### config.mk
export PLATFORM = sky130hd
export DESIGN_NAME = dbgp_parse
export DESIGN_NICKNAME = d
export VERILOG_FILES = /design/src/rtl/dbgp_pkg.sv /design/src/rtl/dbgp_seq.sv /design/src/rtl/dbgp_addr.sv /design/src/rtl/dbgp_out.sv /design/src/rtl/dbgp_parse.sv
export SDC_FILE = /design/constraint.sdc
export NUM_CORES = 1
export LEC_CHECK = 0
export ABC_AREA = 1
export CAP_MARGIN = 40
export CELL_PAD_IN_SITES_DETAIL_PLACEMENT = 0
export CELL_PAD_IN_SITES_GLOBAL_PLACEMENT = 1
export CORE_ASPECT_RATIO = 1.2
export CORE_UTILIZATION = 42
export CTS_CLUSTER_DIAMETER = 40
export CTS_CLUSTER_SIZE = 12
export DETAILED_ROUTE_END_ITERATION = 10
export PLACE_DENSITY_LB_ADDON = 0.1
export SLEW_MARGIN = 20
export SYNTH_ARGS = -nofsm -noshare
export SYNTH_HDL_FRONTEND = slang
export SYNTH_SLANG_ARGS = --single-unit
### constraint.sdc
create_clock -name clk -period 2.5 [get_ports clk]
set_clock_uncertainty 0.2 [all_clocks]
set_input_delay 0.5 -clock clk [delete_from_list [all_inputs] [get_ports clk]]
set_output_delay 0.5 -clock clk [all_outputs]
set_load 0.01 [all_outputs]
### src/rtl/dbgp_pkg.sv
package dbgp_pkg;
  typedef enum logic [2:0] {
    ST_CMD,
    ST_CNT,
    ST_ADDR,
    ST_DATA
  } pst_t;

  localparam int unsigned CODE_SRST = 0;
  localparam int unsigned CODE_RD   = 1;
  localparam int unsigned CODE_WR   = 2;
endpackage

### src/rtl/dbgp_seq.sv
module dbgp_seq
  import dbgp_pkg::*;
#(
  parameter int unsigned DATA_W = 8,
  parameter int unsigned CMD_W  = 3,
  parameter int unsigned ABYTES = 3
) (
  input  logic              clk,
  input  logic              rst,
  input  logic              sync_rst,
  input  logic              frm_vld,
  input  logic [DATA_W-1:0] frm_data,
  output logic              want_cmd_q,
  output logic              cmd_stb,
  output logic              addr_stb,
  output logic              data_stb
);
  localparam int unsigned AIDX_W = $clog2(ABYTES + 1);

  pst_t              state_q, state_d;
  logic [DATA_W-1:0] remain_q;
  logic [AIDX_W-1:0] aidx_q;
  logic              take;
  logic [CMD_W-1:0]  code;

  assign take     = frm_vld && !sync_rst;
  assign code     = frm_data[CMD_W-1:0];
  assign cmd_stb  = take && (state_q == ST_CMD);
  assign addr_stb = take && (state_q == ST_ADDR);
  assign data_stb = take && (state_q == ST_DATA);

  always_comb begin
    state_d = state_q;
    if (sync_rst) begin
      state_d = ST_CMD;
    end else if (frm_vld) begin
      case (state_q)
        ST_CMD:  if (code == CMD_W'(CODE_RD) || code == CMD_W'(CODE_WR)) state_d = ST_CNT;
        ST_CNT:  state_d = ST_ADDR;
        ST_ADDR: if (aidx_q == AIDX_W'(ABYTES - 1)) state_d = ST_DATA;
        ST_DATA: if (remain_q == DATA_W'(1)) state_d = ST_CMD;
        default: state_d = ST_CMD;
      endcase
    end
  end

  always_ff @(posedge clk) begin
    if (rst) begin
      state_q    <= ST_CMD;
      remain_q   <= '0;
      aidx_q     <= '0;
      want_cmd_q <= 1'b1;
    end else begin
      state_q    <= state_d;
      want_cmd_q <= (state_d == ST_CMD);
      if (sync_rst) begin
        aidx_q <= '0;
      end else if (frm_vld) begin
        if (state_q == ST_CNT) begin
          remain_q <= (frm_data == '0) ? DATA_W'(1) : frm_data;
          aidx_q   <= '0;
        end
        if (state_q == ST_ADDR) aidx_q <= aidx_q + AIDX_W'(1);
        if (state_q == ST_DATA) remain_q <= remain_q - DATA_W'(1);
      end
    end
  end
endmodule

### src/rtl/dbgp_addr.sv
module dbgp_addr #(
  parameter int unsigned DATA_W = 8,
  parameter int unsigned ADDR_W = 24
) (
  input  logic              clk,
  input  logic              rst,
  input  logic              load_en,
  input  logic              inc_en,
  input  logic [DATA_W-1:0] byte_in,
  output logic [ADDR_W-1:0] ptr_q
);
  always_ff @(posedge clk) begin
    if (rst) begin
      ptr_q <= '0;
    end else if (load_en) begin
      ptr_q <= {ptr_q[ADDR_W-DATA_W-1:0], byte_in};
    end else if (inc_en) begin
      ptr_q <= ptr_q + ADDR_W'(1);
    end
  end
endmodule

### src/rtl/dbgp_out.sv
module dbgp_out
  import dbgp_pkg::*;
#(
  parameter int unsigned DATA_W = 8,
  parameter int unsigned ADDR_W = 24,
  parameter int unsigned CMD_W  = 3
) (
  input  logic              clk,
  input  logic              rst,
  input  logic              cmd_stb,
  input  logic              data_stb,
  input  logic [DATA_W-1:0] frm_data,
  input  logic              frm_dir,
  input  logic [ADDR_W-1:0] ptr,
  output logic [CMD_W-1:0]  cmd_code,
  output logic              unk_cmd,
  output logic              dat_vld,
  output logic [DATA_W-1:0] dat_byte,
  output logic              dat_dir,
  output logic [ADDR_W-1:0] dat_addr
);
  logic [CMD_W-1:0] code;
  assign code = frm_data[CMD_W-1:0];

  always_ff @(posedge clk) begin
    if (rst) begin
      cmd_code <= '0;
      unk_cmd  <= 1'b0;
      dat_vld  <= 1'b0;
      dat_byte <= '0;
      dat_dir  <= 1'b0;
      dat_addr <= '0;
    end else begin
      unk_cmd <= 1'b0;
      dat_vld <= data_stb;
      if (cmd_stb) begin
        cmd_code <= code;
        unk_cmd  <= (code > CMD_W'(CODE_WR));
      end
      if (data_stb) begin
        dat_byte <= frm_data;
        dat_dir  <= frm_dir;
        dat_addr <= ptr;
      end
    end
  end
endmodule

### src/rtl/dbgp_parse.sv
module dbgp_parse #(
  parameter int unsigned DATA_W = 8,
  parameter int unsigned ADDR_W = 24,
  parameter int unsigned CMD_W  = 3
) (
  input  logic              clk,
  input  logic              rst,
  input  logic              sync_rst,
  input  logic              frm_vld,
  input  logic [DATA_W-1:0] frm_data,
  input  logic              frm_dir,
  output logic              want_cmd,
  output logic [CMD_W-1:0]  cmd_code,
  output logic              unk_cmd,
  output logic              dat_vld,
  output logic [DATA_W-1:0] dat_byte,
  output logic              dat_dir,
  output logic [ADDR_W-1:0] dat_addr
);
  localparam int unsigned ABYTES = ADDR_W / DATA_W;

  logic              cmd_stb, addr_stb, data_stb;
  logic [ADDR_W-1:0] ptr;

  dbgp_seq #(.DATA_W(DATA_W), .CMD_W(CMD_W), .ABYTES(ABYTES)) u_seq (
    .clk(clk), .rst(rst), .sync_rst(sync_rst), .frm_vld(frm_vld),
    .frm_data(frm_data), .want_cmd_q(want_cmd), .cmd_stb(cmd_stb),
    .addr_stb(addr_stb), .data_stb(data_stb)
  );

  dbgp_addr #(.DATA_W(DATA_W), .ADDR_W(ADDR_W)) u_addr (
    .clk(clk), .rst(rst), .load_en(addr_stb), .inc_en(data_stb),
    .byte_in(frm_data), .ptr_q(ptr)
  );

  dbgp_out #(.DATA_W(DATA_W), .ADDR_W(ADDR_W), .CMD_W(CMD_W)) u_out (
    .clk(clk), .rst(rst), .cmd_stb(cmd_stb), .data_stb(data_stb),
    .frm_data(frm_data), .frm_dir(frm_dir), .ptr(ptr),
    .cmd_code(cmd_code), .unk_cmd(unk_cmd), .dat_vld(dat_vld),
    .dat_byte(dat_byte), .dat_dir(dat_dir), .dat_addr(dat_addr)
  );
endmodule

==> impl_results.md <==
* #FFs+latches synth at 76
* Share of power burned in the clock network at 0.452
* Worst hold-check path type: flip-flop to flip-flop
* Worst path max stage delay at 0.53 ns
* Post-cts sizing count at 0
* Critical path buffer and inverter count at 3
* Crit path capture type: flip-flop
* Combined area of all synthesized cells at roughly 3800 sq um
* Filler cells at 915
* Startpoint type of the worst setup path: primary input
* TritonCTS Buffers at 9
* Hold Fails Final Rpt at 0
* LEAKAGE at 1.78 nW
* Number of antenna violations at the first check in global routing at 0
* Vias in the first global route at 3,553
* Required time reported for the critical path endpoint at roughly 2.5 ns
* Site row count at 37
* Total setup buffers inserted after CTS at 0
* Crit-path max FO at 28
* Clock tree root driver cell: sky130_fd_sc_hd__clkbuf_8
* Detail Placement HPWL at 7.72 mm
* Total Negative Setup Slacks at 0 ns
* Slowest cell on the critical path: sky130_fd_sc_hd__nor2_4
* Number of buffers on the longest clock path at 2
* Cell internal power dissipation at 1.95 mW
* Worst IR drop on VDD at 298 uV
* Chip Height at 106 um
* H-tree lvl count at 3
* Total routed wirelength at roughly 11 mm
* Net Count, Synth at between 500 and 600
* Share of synthesized area occupied by flip-flops and latches at 0.402
* Yosys top cell area share at 0.402
* Number of buffers added to fix hold violations after cts at 0
* Unique masters post-synth at 29
* Worst path cell trace: clkdlybuf4s50_1 > inv_2 > nor2_4 > inv_2 > nor2_8 > nor2_4 > o21ai_0 > o21ai_0 > a21oi_1
* Number of nets with antenna violations after routing at 0
* Maximum Capacitance Violations at 0
* Die width at 88.6 um
* Initial detailed-routing violation count at 154
* Synth warn at 0
* FF-to-FF path depth at 7
* Area used by multi-input combinational logic at 1930 sq um
* Latest clock arrival within the worst-skew pair at 0.36 ns
* Switching Share at 0.233
* RSZ-0062 raised after global routing: no
* Seq. cell area at 1520 sq um
* CP Depth at 9
* Pre-antenna DRT Iters at 5
* P per Cell Area at 542 nW/um^2
* TritonCTS clock tree: done
* Share of the clock period used by the worst path at 0.838
* Average wire per standard cell at 14.7 um
* Standard cell area after detailed placement at 4440 sq um
* Synth area leaders: sky130_fd_sc_hd__dfxtp_1 (40%), sky130_fd_sc_hd__nand2_1 (12%), sky130_fd_sc_hd__a21oi_1 (10%), sky130_fd_sc_hd__o21ai_0 (9.0%), sky130_fd_sc_hd__nand3_1 (5.3%)
* Dominant cell type by area after synthesis: sky130_fd_sc_hd__dfxtp_1
* Via count of the routed design at ~3,800
* Top cell family by delay on the critical path: simple AND/OR/NAND/NOR gates
* Die ar. at 9390 sq um
* Global route overflow at 0
* Final max-slew violation count at 0
* Maximum number of pins on one net before global-route repair at 60
* Least-Margin Pin Slew at 0.643 ns
* Gate Count Post-Synth at 555
* Fraction of layout cells with a size suffix above 1 at 0.0701
* Number of cells on the worst hold path at 1
* Type of the setup path with the least slack: primary input to flip-flop
* Combinational group share of total power at 0.062
* WP data arrival at approximately 2.1 ns
* Setup Viol. Count Final at 0
* Signed area change from the synthesized netlist to the final layout at 23.7%
* Effective utilization at floorplan at 0.437
* Relative slew slack at 0.570
* Final non-filler cell area at ~4700 sq um
* Clock Pin Slew Worst Setup and Hold Paths at 0.08 ns
* Fmax at 0.477 GHz
* Sequential cell fraction of total power at 0.486
* Total DRC errors in the routed layout at 0
* Number of diodes at 0
* Average cell area after synthesis at 6.81 sq um
* Total clock sinks at 76
* Top-Level Pins at between 50 and 60
* Count of buffers inserted at the top-level ports at 51
* Post-detailed-route via-to-cell ratio at 5.25
* Net total in the final layout at ~630
* Placeable core region at 8660 sq um
* Global-route wire length before repair at 17.4 mm
* Routability congestion estimate from global placement at 0.845
* Time the final worst path needs with I/O delays and setup at 2.09 ns
* Global-route total usage across every layer at 0.244
* Switching power of the nets at about 0.6 mW
* Status: finished clean
## cells by family (layout without fill, tap and decap cells)
group,count (synthesis),in the layout,share of synthesized area
AOI/OAI and AO/OA,156,156,0.214
xor gates and xnor gates,3,3,0.00695
adders and majority gates,4,4,0.0132
buffers and inverters,79,137,0.0884
DFF,76,76,0.402
and+or+nand+nor,237,237,0.275
## power groups by stage
stage | combinational (mW) | clock, mW | sequential [mW]
finish | 0.157 | 1.15 | 1.23
global route | 0.173 | 1.22 | 1.23
CTS | 0.158 | 1.17 | 1.23
detailed placement | 0.157 | 0 | 1.26
global placement | 0.157 | 0 | 1.26
floorplan | 0.0853 | 0 | 1.26
## worst paths after layout
kind,from,slack [ns],to
worst max-delay path,frm_vld,0.41,u_addr.ptr_q[4]
worst min-delay path,u_seq.aidx_q[0],0.27,u_seq.aidx_q[0]
worst max register to register,u_seq.state_q[2],0.49,u_addr.ptr_q[4]
worst min register to register,u_seq.aidx_q[0],0.27,u_seq.aidx_q[0]
## state kept, by name, summed over array words and instances (netlist names)
name,flops
u_out.cmd_code,3
u_out.dat_addr,24
u_out.dat_vld,1
u_out.dat_byte,8
u_seq.remain_q,8
u_seq.want_cmd_q,1
u_out.unk_cmd,1
u_addr.ptr_q,24
u_seq.state_q,3
u_out.dat_dir,1
u_seq.aidx_q,2
## cell type report
type / count / share of cell area
clock buffers: 9 / 0.0265
inverters: 57 / 0.0468
repair buffers: 65 / 0.134
clock inverters: 6 / 0.0241
well taps: 117 / 0.0313
flip-flops and latches: 76 / 0.325
multi-input cells: 400 / 0.412
## metrics by stage
stage / total power [mW] / worst slack [ns] / hold slack, ns / std cells / util
floorplan: 1.35 / 0.833 / 0.231 / 555 / -
global placement: 1.42 / 0.101 / 0.244 / 715 / 0.513
detailed placement: 1.42 / 0.0311 / 0.258 / 715 / 0.513
CTS: 2.56 / 0.428 / 0.272 / 730 / 0.540
global route: 2.63 / 0.208 / 0.293 / 730 / 0.540
finish: 2.53 / 0.405 / 0.273 / 730 / 0.540
## synth_stat cells
library cell               number
sky130_fd_sc_hd__o221a_2        1
sky130_fd_sc_hd__nor2_8         1
sky130_fd_sc_hd__a21oi_1       77
sky130_fd_sc_hd__nand3b_1       3
sky130_fd_sc_hd__nand3_1       40
sky130_fd_sc_hd__inv_2          3
sky130_fd_sc_hd__buf_6          2
sky130_fd_sc_hd__buf_4          2
sky130_fd_sc_hd__nand2_4        2
sky130_fd_sc_hd__xor2_1         3
sky130_fd_sc_hd__inv_1         52
sky130_fd_sc_hd__nor2_4         3
sky130_fd_sc_hd__o211ai_1       4
sky130_fd_sc_hd__buf_2          8
sky130_fd_sc_hd__nand2_1      118
sky130_fd_sc_hd__o21ai_1        2
sky130_fd_sc_hd__inv_4          2
sky130_fd_sc_hd__nor2_2         1
sky130_fd_sc_hd__a211oi_2       1
sky130_fd_sc_hd__ha_1           4
sky130_fd_sc_hd__a31oi_1        1
sky130_fd_sc_hd__nor2_1        53
sky130_fd_sc_hd__a211oi_1       2
sky130_fd_sc_hd__o21ai_0       68
sky130_fd_sc_hd__clkbuf_1      10
sky130_fd_sc_hd__nor3_1         7
sky130_fd_sc_hd__dfxtp_1       76
sky130_fd_sc_hd__and2_1         1
sky130_fd_sc_hd__nand4_1        8
## worst register-to-register path: cells and delay by family (launching register included)
family                 cells  cell delay, ns
AOI/OAI and AO/OA          3            0.36
and+or+nand+nor            3            0.87
DFF                        1            0.37
buffers and inverters      1            0.10
## metal layers
| metal | vias up | track usage | routed length [um] |
|---|---|---|---|
| li1 | 1947 | - | - |
| met1 | 1800 | 0.293 | 4610 |
| met2 | 70 | 0.428 | 5580 |
| met4 | 0 | 0.114 | 233 |
| met3 | 15 | 0.0256 | 289 |
| met5 | - | 0 | 0 |
## layout by cell type (no fill, tap or decap), drive strengths merged, types with 4 or more instances in the layout
| master | Yosys | routed |
|---|---|---|
| a21oi | 77 | 77 |
| nand3 | 40 | 40 |
| inv | 57 | 58 |
| nor3 | 7 | 7 |
| o21ai | 70 | 70 |
| dfxtp | 76 | 76 |
| clkbuf | 10 | 9 |
| nand4 | 8 | 8 |
| clkdlybuf4s50 | 0 | 51 |
| buf | 12 | 14 |
| o211ai | 4 | 4 |
| nor2 | 58 | 58 |
| ha | 4 | 4 |
| nand2 | 120 | 120 |
(Power assumes the default switching activity.)
